[config.mk]
export PLATFORM = sky130hd
export DESIGN_NAME = symbol_ecc_encoder
export DESIGN_NICKNAME = d
export VERILOG_FILES = /design/src/rtl/rs_enc_pkg.sv /design/src/rtl/gf_const_mul.sv /design/src/rtl/rs_syn_accum.sv /design/src/rtl/rs_check_solve.sv /design/src/rtl/symbol_ecc_encoder.sv
export SDC_FILE = /design/constraint.sdc
export NUM_CORES = 1
export LEC_CHECK = 0
export BUFFER_PORTS_ARGS = -buffer_cell sky130_fd_sc_hd__buf_2
export CAP_MARGIN = 10
export CORE_MARGIN = 8
export CORE_UTILIZATION = 55
export CTS_BUF_LIST = sky130_fd_sc_hd__clkbuf_16
export CTS_CLUSTER_DIAMETER = 80
export DETAILED_ROUTE_END_ITERATION = 8
export GPL_TIMING_DRIVEN = 1
export PLACE_DENSITY = 0.95
export SLEW_MARGIN = 10
export SYNTH_ARGS = -nofsm -noshare
export SYNTH_HDL_FRONTEND = slang
export SYNTH_SLANG_ARGS = --single-unit
[constraint.sdc]
create_clock -name clk -period 6.1 [get_ports clk]
set_clock_uncertainty 0.2 [all_clocks]
set_input_delay 0.915 -clock clk [delete_from_list [all_inputs] [get_ports clk]]
set_output_delay 0.915 -clock clk [all_outputs]
set_load 0.005 [all_outputs]
[src/rtl/rs_enc_pkg.sv]
package rs_enc_pkg;

    localparam int SYM_W     = 8;
    localparam int CHK_SYMS  = 2;
    localparam logic [SYM_W-1:0] POLY_LOW = 8'h1D;  // x^8 = x^4+x^3+x^2+1
    localparam logic [SYM_W-1:0] ALPHA    = 8'h02;

    typedef logic [SYM_W-1:0] sym_t;

    // GF(2^8) product, shift-and-add with modular reduction
    function automatic sym_t gf_mul(input sym_t a, input sym_t b);
        sym_t acc;
        sym_t x;
        acc = '0;
        x   = a;
        for (int i = 0; i < SYM_W; i++) begin
            if (b[i]) acc = acc ^ x;
            x = x[SYM_W-1] ? ((x << 1) ^ POLY_LOW) : (x << 1);
        end
        return acc;
    endfunction

    // alpha raised to a non-negative power
    function automatic sym_t gf_pow(input int e);
        sym_t r;
        r = 8'h01;
        for (int i = 0; i < e; i++) r = gf_mul(r, ALPHA);
        return r;
    endfunction

    // multiplicative inverse as a^254
    function automatic sym_t gf_inv(input sym_t a);
        sym_t r;
        r = 8'h01;
        for (int i = 0; i < 254; i++) r = gf_mul(r, a);
        return r;
    endfunction

endpackage

[src/rtl/gf_const_mul.sv]
module gf_const_mul
    import rs_enc_pkg::*;
#(
    parameter sym_t K = 8'h01
) (
    input  sym_t a,
    output sym_t y
);

    sym_t part [SYM_W];

    // each input bit selects one precomputed column K * x^i
    for (genvar i = 0; i < SYM_W; i++) begin : g_col
        localparam sym_t COL = gf_mul(K, sym_t'(1) << i);
        assign part[i] = a[i] ? COL : '0;
    end

    always_comb begin
        y = '0;
        for (int i = 0; i < SYM_W; i++) y = y ^ part[i];
    end

endmodule

[src/rtl/rs_syn_accum.sv]
module rs_syn_accum
    import rs_enc_pkg::*;
#(
    parameter int NSYM = 16
) (
    input  logic [NSYM*SYM_W-1:0] data,
    output sym_t                  s_plain,
    output sym_t                  s_weighted
);

    sym_t weighted [NSYM];

    for (genvar k = 0; k < NSYM; k++) begin : g_sym
        gf_const_mul #(.K(gf_pow(k))) u_mul (
            .a (data[k*SYM_W +: SYM_W]),
            .y (weighted[k])
        );
    end

    always_comb begin
        s_plain    = '0;
        s_weighted = '0;
        for (int k = 0; k < NSYM; k++) begin
            s_plain    = s_plain ^ data[k*SYM_W +: SYM_W];
            s_weighted = s_weighted ^ weighted[k];
        end
    end

endmodule

[src/rtl/rs_check_solve.sv]
module rs_check_solve
    import rs_enc_pkg::*;
#(
    parameter int POS_A = 16
) (
    input  sym_t s_plain,
    input  sym_t s_weighted,
    output sym_t chk_a,
    output sym_t chk_b
);

    // chk_a + chk_b = s_plain
    // a^P chk_a + a^(P+1) chk_b = s_weighted
    // => chk_b = (s_weighted + a^P s_plain) / (a^P (1 + a))
    localparam sym_t POW_A = gf_pow(POS_A);
    localparam sym_t DEN   = gf_mul(POW_A, ALPHA ^ 8'h01);
    localparam sym_t DEN_I = gf_inv(DEN);

    sym_t scaled;
    sym_t numer;

    gf_const_mul #(.K(POW_A)) u_scale (.a(s_plain), .y(scaled));

    assign numer = s_weighted ^ scaled;

    gf_const_mul #(.K(DEN_I)) u_div (.a(numer), .y(chk_b));

    assign chk_a = s_plain ^ chk_b;

endmodule

[src/rtl/symbol_ecc_encoder.sv]
module symbol_ecc_encoder
    import rs_enc_pkg::*;
#(
    parameter int DATA_SYMS = 16,
    parameter bit REG_OUT   = 1'b1
) (
    input  logic                                    clk,
    input  logic                                    rst_n,
    input  logic                                    in_valid,
    input  logic [DATA_SYMS*SYM_W-1:0]              in_data,
    output logic                                    out_valid,
    output logic [(DATA_SYMS+CHK_SYMS)*SYM_W-1:0]   out_code
);

    localparam int DATA_W = DATA_SYMS * SYM_W;
    localparam int CODE_W = (DATA_SYMS + CHK_SYMS) * SYM_W;
    localparam int NTOT   = DATA_SYMS + CHK_SYMS;

    sym_t s_plain;
    sym_t s_weighted;
    sym_t chk_a;
    sym_t chk_b;
    logic [CODE_W-1:0] code_next;

    rs_syn_accum #(.NSYM(DATA_SYMS)) u_acc (
        .data       (in_data),
        .s_plain    (s_plain),
        .s_weighted (s_weighted)
    );

    rs_check_solve #(.POS_A(DATA_SYMS)) u_solve (
        .s_plain    (s_plain),
        .s_weighted (s_weighted),
        .chk_a      (chk_a),
        .chk_b      (chk_b)
    );

    assign code_next = {chk_b, chk_a, in_data};

    if (REG_OUT) begin : g_reg
        always_ff @(posedge clk) begin
            if (!rst_n) begin
                out_valid <= 1'b0;
                out_code  <= '0;
            end else begin
                out_valid <= in_valid;
                if (in_valid) out_code <= code_next;
            end
        end

        AST_VALID_RISE: assert property (@(posedge clk) disable iff (!rst_n)
            in_valid |=> out_valid);
        AST_VALID_FALL: assert property (@(posedge clk) disable iff (!rst_n)
            !in_valid |=> !out_valid);
        AST_DATA_PASS: assert property (@(posedge clk) disable iff (!rst_n)
            in_valid |=> (out_code[DATA_W-1:0] == $past(in_data)));
        AST_HOLD_IDLE: assert property (@(posedge clk) disable iff (!rst_n)
            !in_valid |=> $stable(out_code));
    end else begin : g_comb
        assign out_valid = in_valid;
        assign out_code  = code_next;
    end

    // independent syndrome of the driven codeword, used only by the checks
    sym_t chk_syn0;
    sym_t chk_syn1;
    always_comb begin
        chk_syn0 = '0;
        chk_syn1 = '0;
        for (int j = 0; j < NTOT; j++) begin
            chk_syn0 = chk_syn0 ^ out_code[j*SYM_W +: SYM_W];
            chk_syn1 = chk_syn1 ^ gf_mul(gf_pow(j), out_code[j*SYM_W +: SYM_W]);
        end
    end

    AST_SYN_PLAIN: assert property (@(posedge clk) disable iff (!rst_n)
        out_valid |-> (chk_syn0 == '0));
    AST_SYN_WEIGHTED: assert property (@(posedge clk) disable iff (!rst_n)
        out_valid |-> (chk_syn1 == '0));

endmodule

Yosys cells after proc, flatten, opt, wreduce, memory -nomap -nowiden. Index checks and enable logic that the tools add are counted.

$add $sub $neg: 0. $mul: 0. Div/mod/pow operators: 0. $lt $le $gt $ge: 0. Equality and inequality tests: 0. Shifts and indexed selects: 0. Multiplexer cells: 144. Bitwise operators: 158. Reduce and logical (&&, ||, !) cells: 0.

Operator list (count): $xor A8 B8 Y8 (78); $mux W8 (51); $xor A8 B7 Y8 (30); $mux W7 (33); $xor A8 B6 Y8 (26); $mux W6 (29); $xor A8 B5 Y8 (18); $mux W5 (21); $xor A8 B4 Y8 (3); $mux W4 (4); $xor A8 B3 Y8 (2); $mux W3 (3); $xor A8 B2 Y8 (1); $mux W2 (2); $mux W1 (1).

Register bits: 145. Latch bits: 0. Memory bits (writable): 0. ROM bits: 0. Input port bits: 131. Output and inout port bits: 145. Word-level logic and storage cells: 304. Memories kept: 0.

Logic depth before layout (Yosys ltp).
Depth after elaboration: 33. Depth in mapped cells: 10.

By module. From an unflattened synthesis, not the netlist that was laid out.

Cell total of the unflattened synthesis: 967. Area total of the unflattened synthesis: 10208.5 sq um.

By module, submodules not included: symbol_ecc_encoder (instances 1, cells an instance 466, area each 5456.5 sq um); rs_syn_accum (instances 1, cells an instance 240, area each 2102.0 sq um); gf_const_mul (u_acc.g_sym[13].u_mul ...) (instances 2, cells an instance 16, area each 161.4 sq um); gf_const_mul (u_solve.u_div) (instances 1, cells an instance 16, area each 211.5 sq um); gf_const_mul (u_acc.g_sym[8].u_mul) (instances 1, cells an instance 17, area each 171.4 sq um); gf_const_mul (u_solve.u_scale) (instances 1, cells an instance 16, area each 171.4 sq um); gf_const_mul (u_acc.g_sym[15].u_mul) (instances 1, cells an instance 16, area each 168.9 sq um); gf_const_mul (u_acc.g_sym[11].u_mul) (instances 1, cells an instance 15, area each 166.4 sq um); gf_const_mul (u_acc.g_sym[12].u_mul) (instances 1, cells an instance 14, area each 157.7 sq um); gf_const_mul (u_acc.g_sym[14].u_mul) (instances 1, cells an instance 13, area each 157.7 sq um); gf_const_mul (u_acc.g_sym[7].u_mul) (instances 1, cells an instance 16, area each 147.6 sq um); gf_const_mul (u_acc.g_sym[10].u_mul) (instances 1, cells an instance 15, area each 146.4 sq um); rs_check_solve (instances 1, cells an instance 16, area each 140.1 sq um); gf_const_mul (u_acc.g_sym[6].u_mul) (instances 1, cells an instance 15, area each 138.9 sq um); +6 rows.

Worst setup path after synthesis. OpenSTA, ideal clock, no wires.

Path kind: input-to-reg. From: input port in_data[113]. To: register out_code[128]. Data arrival time: 3.740 ns. Path slack: 2.086 ns. Stages: 10. Buffers on the path: 0. Cell sequence: xnor2_1 > xnor3_1 > xnor3_2 > xnor2_4 > xnor2_4 > xnor3_2 > xnor2_2 > xnor3_1 > or2_1 > a31oi_1.

Cells in the longest elaborated chain, start to end: 20.

RTL lines: start: declaration (line symbol_ecc_encoder.sv:10) `input logic [DATA_SYMS*SYM_W-1:0] in_data,`; $mux W6 (line gf_const_mul.sv:15) `assign part[i] = a[i] ? COL : '0;`; $xor A8 B6 Y8 (line gf_const_mul.sv:20) `for (int i = 0; i < SYM_W; i++) y = y ^ part[i];`; $xor A8 B7 Y8 (line gf_const_mul.sv:20); $xor A8 B8 Y8 (line gf_const_mul.sv:20); $xor A8 B6 Y8 (line gf_const_mul.sv:20); $xor A8 B7 Y8 (line gf_const_mul.sv:20); $xor A8 B8 Y8 (line gf_const_mul.sv:20); $xor A8 B7 Y8 (line gf_const_mul.sv:20); $xor A8 B8 Y8 (2 in series) (line rs_syn_accum.sv:25) `s_weighted = s_weighted ^ weighted[k];`; $xor A8 B8 Y8 (*) (line rs_check_solve.sv:24) `assign numer = s_weighted ^ scaled;`; $mux W8 (line gf_const_mul.sv:15); $xor A8 B8 Y8 (3 in series) (line gf_const_mul.sv:20); $xor A8 B6 Y8 (line gf_const_mul.sv:20); $xor A8 B7 Y8 (line gf_const_mul.sv:20); $xor A8 B8 Y8 (line gf_const_mul.sv:20); $xor A8 B7 Y8 (*) (line gf_const_mul.sv:20); $xor A8 B8 Y8 (*) (line rs_check_solve.sv:28) `assign chk_a = s_plain ^ chk_b;`; end signal: assignment (line symbol_ecc_encoder.sv:47) `if (in_valid) out_code <= code_next;`; end: declaration (line symbol_ecc_encoder.sv:12) `output logic [(DATA_SYMS+CHK_SYMS)*SYM_W-1:0] out_code`.

Every way passes the cells marked *; elsewhere a longest branch is shown, timed or not. A chain may end at the register's enable or synchronous reset.

Final worst setup path.
From: input port in_data[44]. To: register out_code[129].

Cells in the longest elaborated chain, start to end: 26.

RTL lines (line): $mux W6 (gf_const_mul.sv:15); $xor A8 B6 Y8 (gf_const_mul.sv:20); $xor A8 B7 Y8 (gf_const_mul.sv:20); $xor A8 B8 Y8 (2 in series) (gf_const_mul.sv:20); $xor A8 B8 Y8 (11 in series) (rs_syn_accum.sv:25); $xor A8 B8 Y8 (*) (rs_check_solve.sv:24); $mux W8 (gf_const_mul.sv:15); $xor A8 B8 Y8 (3 in series) (gf_const_mul.sv:20); $xor A8 B6 Y8 (gf_const_mul.sv:20); $xor A8 B7 Y8 (*) (gf_const_mul.sv:20); $xor A8 B8 Y8 (*) (gf_const_mul.sv:20); $xor A8 B7 Y8 (*) (gf_const_mul.sv:20); $xor A8 B8 Y8 (*) (rs_check_solve.sv:28).

Marks and branches as above.

==> run metrics <==
top_reg_cell synth=dfxtp_1; core area=~0.015 mm^2; Initial Util=between 50 and 60%; synthesized cell area=about 0.0083 mm^2; worst skew pair latency=approximately 430 ps; H-Tree Level Count=4; Post-synth EDFFs=0; distinct cell type count after synthesis=24; dpl ws=approximately 1600 ps; final wirelength=approximately 25000 um; antenna violations before repair=1; I/O pins=between 200 and 300; clock sink total=145; Yosys reg bits=approximately 150; Register Area=0.002903 mm^2; crit-path cells=buf_2 -> xnor2_1 -> xnor2_1 -> xnor2_1 -> xnor3_1 -> xor2_1 -> xnor2_1 -> xor3_1 -> xnor2_1 -> or3_2 -> nand3_1; Setup crit start kind=input pin; DR iter-0 viols=roughly 270; Post-Syn Instances=~760; largest net degree at the start of global routing=93; half-perimeter wire length after placement=~20000 um; max-cap viol count=0; I/O Buffers=275; RSZ-0062 raised after global routing=false; count leader, synth=xnor2_1; Worst-path clk slew=60 ps; final-stage net count=about 1200; clock buffer count from CTS=17; kind of cell adding the most delay to the critical path=XOR/XNOR gates; CTS tree=yes; final hold slack=approximately 280 ps; status=complete, no violations; Final period util=around two thirds; die area=approximately 0.019 mm^2; Synth top area share=between 30% and 40%; gr usage total=between 20 and 30%; Slew headroom=between 40% and 50%; sequential share of the synthesized area=a little over a third; fraction of synthesis flops using an asynchronous set or reset pin=0%; Mapped Avg Cell Area=10.97 um^2; Final Max Slew Viols=0; type of the worst min-delay path=reg -> reg; YS warnings=0; Leak=0.004931 uW; via count=around 6300; Multi-input gate area=roughly 0.0053 mm^2; CP max-delay cell=xnor3_1; WS Path Type=in -> reg; Peak Freq=around 240 MHz; Post-DP Area=around 0.0098 mm^2; total nets after synthesis=about 900; drt pass-1 iters=4; Power Density=approximately 740 mW/mm^2; row count=45; top cells by count, synth=212 x xnor2_1, 145 x dfxtp_1, 133 x mux2i_1, 133 x nor2b_1, 35 x xor2_1; gr ovfl total=0; Worst Max-Slew Pin Slew=834.7 ps; total chip power=7654 uW; share of layout cells above drive strength 1=about 30%; worst path arrival time=4310 ps; DRC=0; layout filler cell count=around 1100; Post-CTS Hold Buffers=0; CP Buf/Inv Count=1; Die H=139.0 um; peak supply drop=0.0009763 V; CTS resizes=0; final hold violations=0; vias in the first global route=between 6000 and 7000; Max clock buf depth=2; CP endpoint kind=register; die width=roughly 140 um; Period minus WS final=just over 4000 ps; Synth area leader=dfxtp_1; Setup-failing EPs final=0; Vias per Instance=between 5 and 6; global-route wire length before repair=around 39000 um; setup repair bufs after CTS=0; data required time of the worst path=6280 ps; WL/cell=~21 um; Crit Path Max Fanout=3; CP dominant cell by count=xnor2_1; Antenna Nets Post-Route=0; P&R area growth vs syn=24.70%; final setup margin=1965 ps; Final Wtd Congestion=slightly above 0.9; setup TNS=0 ps; clock root buffer=clkbuf_16; slowest stage delay, CP=~540 ps; fin area=slightly above 0.01 mm^2; Synth area leaders=dfxtp_1 35%, xnor2_1 22%, mux2i_1 16%, nor2b_1 10%, xnor3_1 6.0%
-- worst register-to-register path, cell delays in order, from the launching register on --
cell,delay (ps)
dfxtp_1,310
mux2i_1,190
nor2b_1,100
-- power by group --
group | internal (uW) | switching (uW)
logic | 2960 | 2620
registers | 1070 | 43.3
clock network | 582 | 385
-- metrics by stage --
stage,util (%),cells
2_1_floorplan,-,759
3_3_place_gp,65.72,1192
3_5_place_dp,65.72,1192
4_1_cts,69.28,1222
5_1_grt,69.30,1223
6_report,69.30,1223
-- metal layers --
metal | GRT usage, % | wire length [um] | vias to the layer above | share of wire, %
li1 | - | - | 2999 | -
met2 | 46.36 | 12870 | 226 | 51
met5 | 0 | 0 | - | 0
met3 | 7.435 | 1697 | 55 | 6.7
met4 | 11.03 | 817 | 0 | 3.2
met1 | 27.63 | 9804 | 3016 | 39
-- state kept, by name (all words and copies together), names as in the netlist --
register / count
out_valid: 1
out_code: 144
-- path summary, 6_finish.rpt --
kind	start	end	slack, ps	cells after the start
worst max-delay path	in_data[44]	out_code[129]	1960	11
worst min-delay path	out_code[136]	out_code[136]	280	1
worst max register to register	out_code[1]	out_code[1]	5180	2
worst min register to register	out_code[136]	out_code[136]	280	1
-- area by class of cell --
class	count	area share, %
Antenna cell	1	0.02411
Clock buffer	17	4.099
Clock inverter	13	1.037
Inverter	2	0.07233
Multi-Input combinational cell	579	50.95
Sequential cell	145	27.97
Tap cell	188	2.266
Timing Repair Buffer	278	13.59
-- cells in the final DEF (no fill, tap or decap), types with 4 or more instances in the layout --
master     synthesis  final
buf_2              1    273
xnor2_1          212    212
dfxtp_1          145    145
mux2i_1          133    133
nor2b_1          133    133
xor2_1            35     35
xnor3_1           22     22
clkbuf_16          0     17
nand2_1            7      7
o21ai_0            6      6
inv_1              2      6
xnor2_2            5      5
nand3_1            5      5
clkinv_1           0      5
xnor3_2            4      4
a21oi_1            4      4
buf_4              0      4
-- logic make-up (layout without fill, tap and decap cells) --
| logic type | after synthesis | count (layout) | share of synthesized area, % |
|---|---|---|---|
| xor gates and xnor gates | 283 | 283 | 35.58 |
| AOI/OAI and AO/OA | 15 | 15 | 1.128 |
| buffers and inverters | 35 | 310 | 1.594 |
| DFF | 145 | 145 | 34.88 |
| muxes | 133 | 133 | 16.00 |
| and+or+nand+nor | 148 | 148 | 10.82 |
| other | 0 | 1 | 0 |
(Power assumes the default switching activity.)
